==> src/rtl/tmr_pkg.sv <==
package tmr_pkg;
  typedef enum logic [1:0] {
    WM_CONT16 = 2'd0,
    WM_DUAL   = 2'd1,
    WM_SINGLE = 2'd2
  } tmr_wmode_t;
endpackage

==> src/rtl/tmr_latch.sv <==
module tmr_latch #(
  parameter int W = 16
) (
  input  logic         clk_i,
  input  logic         rst_ni,
  input  logic         we_i,
  input  logic [W-1:0] wdata_i,
  output logic [W-1:0] q_o
);
  always_ff @(posedge clk_i or negedge rst_ni) begin
    if (!rst_ni)   q_o <= '1;
    else if (we_i) q_o <= wdata_i;
  end
endmodule

==> src/rtl/tmr_counter.sv <==
module tmr_counter #(
  parameter int W       = 16,
  parameter bit DUAL_EN = 1'b1
) (
  input  logic         clk_i,
  input  logic         rst_ni,
  input  logic         tick_i,
  input  logic         init_i,
  input  logic         dual_i,
  input  logic [W-1:0] latch_i,
  output logic [W-1:0] cnt_o,
  output logic [W-1:0] cnt_nxt_o,
  output logic         expire_o
);
  localparam int H = W / 2;

  logic [W-1:0] cnt_q, cnt_d, dec_val;
  logic         at_zero;

  assign at_zero = (cnt_q == '0);

  generate
    if (DUAL_EN) begin : g_dual
      logic lo_zero;
      assign lo_zero = (cnt_q[H-1:0] == '0);
      // cascaded borrow: low half reloads, high half steps down
      always_comb begin
        if (dual_i && lo_zero) dec_val = {cnt_q[W-1:H] - 1'b1, latch_i[H-1:0]};
        else                   dec_val = cnt_q - 1'b1;
      end
    end else begin : g_flat
      assign dec_val = cnt_q - 1'b1;
    end
  endgenerate

  always_comb begin
    cnt_d = cnt_q;
    if (init_i)      cnt_d = latch_i;
    else if (tick_i) cnt_d = at_zero ? latch_i : dec_val;
  end

  always_ff @(posedge clk_i or negedge rst_ni) begin
    if (!rst_ni) cnt_q <= '1;
    else         cnt_q <= cnt_d;
  end

  assign cnt_o     = cnt_q;
  assign cnt_nxt_o = cnt_d;
  assign expire_o  = tick_i & ~init_i & at_zero;
endmodule

==> src/rtl/tmr_wave.sv <==
module tmr_wave
  import tmr_pkg::*;
#(
  parameter int W = 16
) (
  input  logic         clk_i,
  input  logic         rst_ni,
  input  tmr_wmode_t   mode_i,
  input  logic         tick_i,
  input  logic         init_i,
  input  logic         expire_i,
  input  logic [W-1:0] cnt_nxt_i,
  input  logic         out_en_i,
  output logic         wave_o
);
  localparam int H = W / 2;

  logic out_q, out_d, hi_zero, lo_live;

  assign hi_zero = (cnt_nxt_i[W-1:H] == '0);
  assign lo_live = (cnt_nxt_i[H-1:0] != '0);

  always_comb begin
    out_d = out_q;
    case (mode_i)
      WM_SINGLE: begin
        if (init_i)        out_d = 1'b1;
        else if (expire_i) out_d = 1'b0;
      end
      WM_DUAL: begin
        if (init_i || tick_i) out_d = hi_zero & lo_live;
      end
      default: begin
        if (init_i)        out_d = 1'b0;
        else if (expire_i) out_d = ~out_q;
      end
    endcase
  end

  always_ff @(posedge clk_i or negedge rst_ni) begin
    if (!rst_ni) out_q <= 1'b0;
    else         out_q <= out_d;
  end

  assign wave_o = out_q & out_en_i;
endmodule

==> src/rtl/tmr_flag.sv <==
module tmr_flag (
  input  logic clk_i,
  input  logic rst_ni,
  input  logic set_i,
  input  logic clr_i,
  output logic flag_o
);
  always_ff @(posedge clk_i or negedge rst_ni) begin
    if (!rst_ni)    flag_o <= 1'b0;
    else if (set_i) flag_o <= 1'b1;
    else if (clr_i) flag_o <= 1'b0;
  end
endmodule

==> src/rtl/tmr_channel.sv <==
module tmr_channel
  import tmr_pkg::*;
#(
  parameter int CNT_W = 16
) (
  input  logic             clk_i,
  input  logic             rst_ni,
  input  logic             tick_i,
  input  logic             init_i,
  input  logic             latch_we_i,
  input  logic [CNT_W-1:0] latch_wdata_i,
  input  logic [1:0]       mode_sel_i,
  input  logic             out_en_i,
  input  logic             flag_clr_i,
  output logic             wave_o,
  output logic             timeout_o,
  output logic [CNT_W-1:0] count_o
);
  logic [CNT_W-1:0] latch_q, cnt_nxt;
  logic             expire;
  tmr_wmode_t       wmode;

  always_comb begin
    if (mode_sel_i[1])      wmode = WM_SINGLE;
    else if (mode_sel_i[0]) wmode = WM_DUAL;
    else                    wmode = WM_CONT16;
  end

  tmr_latch #(.W(CNT_W)) u_latch (
    .clk_i   (clk_i),
    .rst_ni  (rst_ni),
    .we_i    (latch_we_i),
    .wdata_i (latch_wdata_i),
    .q_o     (latch_q)
  );

  tmr_counter #(.W(CNT_W), .DUAL_EN(1'b1)) u_counter (
    .clk_i     (clk_i),
    .rst_ni    (rst_ni),
    .tick_i    (tick_i),
    .init_i    (init_i),
    .dual_i    (mode_sel_i[0]),
    .latch_i   (latch_q),
    .cnt_o     (count_o),
    .cnt_nxt_o (cnt_nxt),
    .expire_o  (expire)
  );

  tmr_wave #(.W(CNT_W)) u_wave (
    .clk_i     (clk_i),
    .rst_ni    (rst_ni),
    .mode_i    (wmode),
    .tick_i    (tick_i),
    .init_i    (init_i),
    .expire_i  (expire),
    .cnt_nxt_i (cnt_nxt),
    .out_en_i  (out_en_i),
    .wave_o    (wave_o)
  );

  tmr_flag u_flag (
    .clk_i  (clk_i),
    .rst_ni (rst_ni),
    .set_i  (expire),
    .clr_i  (flag_clr_i),
    .flag_o (timeout_o)
  );
endmodule

==> config.mk <==
export PLATFORM = sky130hd
export DESIGN_NAME = tmr_channel
export DESIGN_NICKNAME = d
export VERILOG_FILES = /design/src/rtl/tmr_pkg.sv /design/src/rtl/tmr_latch.sv /design/src/rtl/tmr_counter.sv /design/src/rtl/tmr_wave.sv /design/src/rtl/tmr_flag.sv /design/src/rtl/tmr_channel.sv
export SDC_FILE = /design/constraint.sdc
export NUM_CORES = 1
export LEC_CHECK = 0
export ABC_CLOCK_PERIOD_IN_PS = 3200
export CAP_MARGIN = 20
export CORE_UTILIZATION = 50
export DETAILED_ROUTE_END_ITERATION = 10
export GPL_ROUTABILITY_DRIVEN = 0
export GPL_TIMING_DRIVEN = 0
export HOLD_SLACK_MARGIN = 0.12
export PLACE_DENSITY = 0.79
export SLEW_MARGIN = 20
export SYNTH_ARGS = -nofsm -noshare
export SYNTH_HDL_FRONTEND = slang
export SYNTH_SLANG_ARGS = --single-unit
==> constraint.sdc <==
create_clock -name clk_i -period 3.2 [get_ports clk_i]
set_input_delay 0.32 -clock clk_i [delete_from_list [all_inputs] [get_ports clk_i]]
set_output_delay 0.32 -clock clk_i [all_outputs]
set_load 0.005 [all_outputs]
==> out/qor.yml <==
post-route-util_pct: 68.8
p_sw_w: 0.000373
final_hold_viol_count: 0
worstPathMaxFanout: 7
path_clk_slew_ns: 0.08
multi_input_area_sq_um: 1020
fp.dieArea_sq_um: 4220
slowest_stage: "or4bb_1"
post-route-cell-area_sq_um: 2580
internal_power_w: 0.000986
status: "completed"
start_util_pct: 53.0
crit_path_start_kind: "flip-flop"
path_cells: "inv_1 -> ha_1 -> or4bb_1 -> o21ai_1 -> nand2_1 -> a221o_1 -> a2111o_1 -> nor4_2 -> o41ai_2"
drt_iter0_drc: 206
synth-edff-count: 0
power.share.switching_pct: 27.4
path_class: "reg -> reg"
grt_setup_unrepaired: "no"
root_buffer: "clkbuf_8"
cp.required_ns: 3.38
grt_max_degree: 35
seq_area_sq_um: 891
fmax_mhz: 328
ys_seq_area_share_pct: 44.9
final_cell_mix: "clkdlybuf4s50_1, dfstp_2, nand2_1"
core.rowCount: 22
portBuffers: 39
io_pins: 43
track_usage_pct: 26.9
finalCritPeriodShare_pct: 95.4
synth_fp_nets: 225
antenna_found_initial: 0
final_nets: 272
cap_viol_max_count: 0
grt_pass1_wl_um: 8310
area_growth_pct: 29.9
via_count: 1841
cts_buffers: 5
cp-end-kind: "flip-flop"
dpl_cell_area_sq_um: 2430
htreeDepth: 2
comb_power_share_pct: 21.6
arrival_ns: 3.23
ys_async_sr_fraction_pct: 100
max_stage_delay_ns: 0.55
leakage_nw: 0.970
wl_per_cell_um: 17.5
drc_errors: 0
tightest_slew_ns: 0.713
ir_drop_mv: 0.413
insertion_delay_ns: 0.30
core_area_sq_um: 3740
power_frac_seq_pct: 43.1
power.density_nw_per_um2: 528
hold_ws_ns: 0.399
cts_tree: "built"
grt_pass1_vias: 1638
clock_skew_ns: 0.00965
routed_wirelength_um: 5130
hold_path_class: "in -> reg"
syn_inst: 197
path_buf_inv: 1
max_slew_margin_pct: 52.4
ys_seq_elements: 34
via_per_inst: 6.28
yosysUniqueCellTypes: 54
firstDrtPassIters: 5
diodes: 0
dp_hpwl_um: 3680
cp_top_family: "compound AO/OA/AOI/OAI gates"
tns_ns: 0
layout_min_cycle_time_ns: 3.05
clkPwrFrac_pct: 35.3
cts.sinks: 34
synth_area_sq_um: 1980
yosys_warnings: 0
clk_path_buf_depth: 2
die_w_um: 65.0
ant_nets: 0
mostFrequentLayoutCell: "clkdlybuf4s50_1"
die_h_um: 65.0
avgSynthCellArea_sq_um: 10.1
ys.flop_type: "dfstp_2"
drive_gt1_share_pct: 27.3
finalPower_w: 0.00136
grt-ovfl-total: 0
post_cts_buffers: 0
final.fill_count: 323
drv_slew: 0
setup_violations: 0
## power by group through the flow
stage          Clock [W]  Combinational, W  Sequential, W
2_1_floorplan          0          0.000158       0.000572
3_3_place_gp           0          0.000283       0.000585
3_5_place_dp           0          0.000287       0.000588
4_1_cts         0.000489          0.000290       0.000582
5_1_grt         0.000509          0.000320       0.000591
6_report        0.000480          0.000293       0.000586
## flip-flops by register name (all words and copies together), names as in the netlist
register and cells:
u_counter.cnt_o 16, u_flag.flag_o 1, u_latch.q_o 16, u_wave.out_q 1
## metal layers
| metal | part of all wire (%) | track usage, % |
|---|---|---|
| met4 | 2.3 | 11.4 |
| met3 | 8.8 | 5.63 |
| met1 | 44 | 39.2 |
| met2 | 45 | 38.2 |
| met5 | 0 | 0 |
## worst paths after layout
| check | from | end | slack [ns] | cells past startpoint |
|---|---|---|---|---|
| setup / recovery | u_counter.cnt_o[0]$_DFF_PN1_ | u_wave.out_q$_DFFE_PN0P_ | 0.15 | 9 |
| hold / removal | tick_i | u_flag.flag_o$_DFFE_PN0P_ | 0.40 | 3 |
| setup reg to reg | u_counter.cnt_o[0]$_DFF_PN1_ | u_wave.out_q$_DFFE_PN0P_ | 0.15 | 9 |
| hold reg to reg | u_latch.q_o[1]$_DFFE_PN1P_ | u_latch.q_o[1]$_DFFE_PN1P_ | 0.52 | 2 |
| max in group asynchronous | rst_ni | u_wave.out_q$_DFFE_PN0P_ | 2.15 | 2 |
| min in group asynchronous | rst_ni | u_flag.flag_o$_DFFE_PN0P_ | 0.60 | 2 |
## cell families after synthesis
| logic type | Yosys count | synth area share (%) |
|---|---|---|
| AO/OA/AOI/OAI | 47 | 17.5 |
| XOR/XNOR | 1 | 0.442 |
| adder cells (fa/ha/maj) | 3 | 1.89 |
| buffers and inverters | 18 | 3.53 |
| flip-flops | 34 | 44.9 |
| multiplexers | 14 | 7.95 |
| AND/OR/NAND/NOR | 80 | 23.8 |
## cell type report
class / count / area share, %
buffer: 7 / 1.12
sequential: 34 / 34.6
timing repair buffer: 40 / 15.3
clock inverter: 3 / 2.67
multi-input combinational: 145 / 39.7
inverter: 11 / 1.60
clock buffer: 5 / 2.67
tap: 48 / 2.33
## cell usage after synthesis (4+ instances only)
| library cell | n | area (sq um) |
|---|---|---|
| nand2_1 | 18 | 67.6 |
| nand3_1 | 6 | 30.0 |
| a21oi_1 | 7 | 35.0 |
| inv_1 | 11 | 41.3 |
| nor3_1 | 7 | 35.0 |
| o21ai_0 | 9 | 45.0 |
| nor2_1 | 10 | 37.5 |
| a22oi_1 | 4 | 30.0 |
| a211o_1 | 4 | 35.0 |
| nor4_1 | 6 | 37.5 |
| nand4_1 | 4 | 25.0 |
| mux2_2 | 14 | 158 |
| clkbuf_1 | 4 | 15.0 |
| or3_1 | 4 | 25.0 |
| dfstp_2 | 32 | 841 |
## timing repair
item	in CTS	in global routing
resized for setup	0	1
hold buffers	1	0
endpoints found under the setup margin	0	1
hold endpoints to repair	2	0
## worst min-delay path: stages
cell and delay, ns:
buf_2 0.17, nand2_1 0.11, o22ai_1 0.07
## through the flow
stage          setup WS (ns)  instances
3_3_place_gp           0.153        284
3_5_place_dp           0.146        284
6_report               0.148        293
4_1_cts                0.113        293
2_1_floorplan          0.533        197
5_1_grt               0.0472        293
Note: power is estimated with default switching activity, not from simulation.
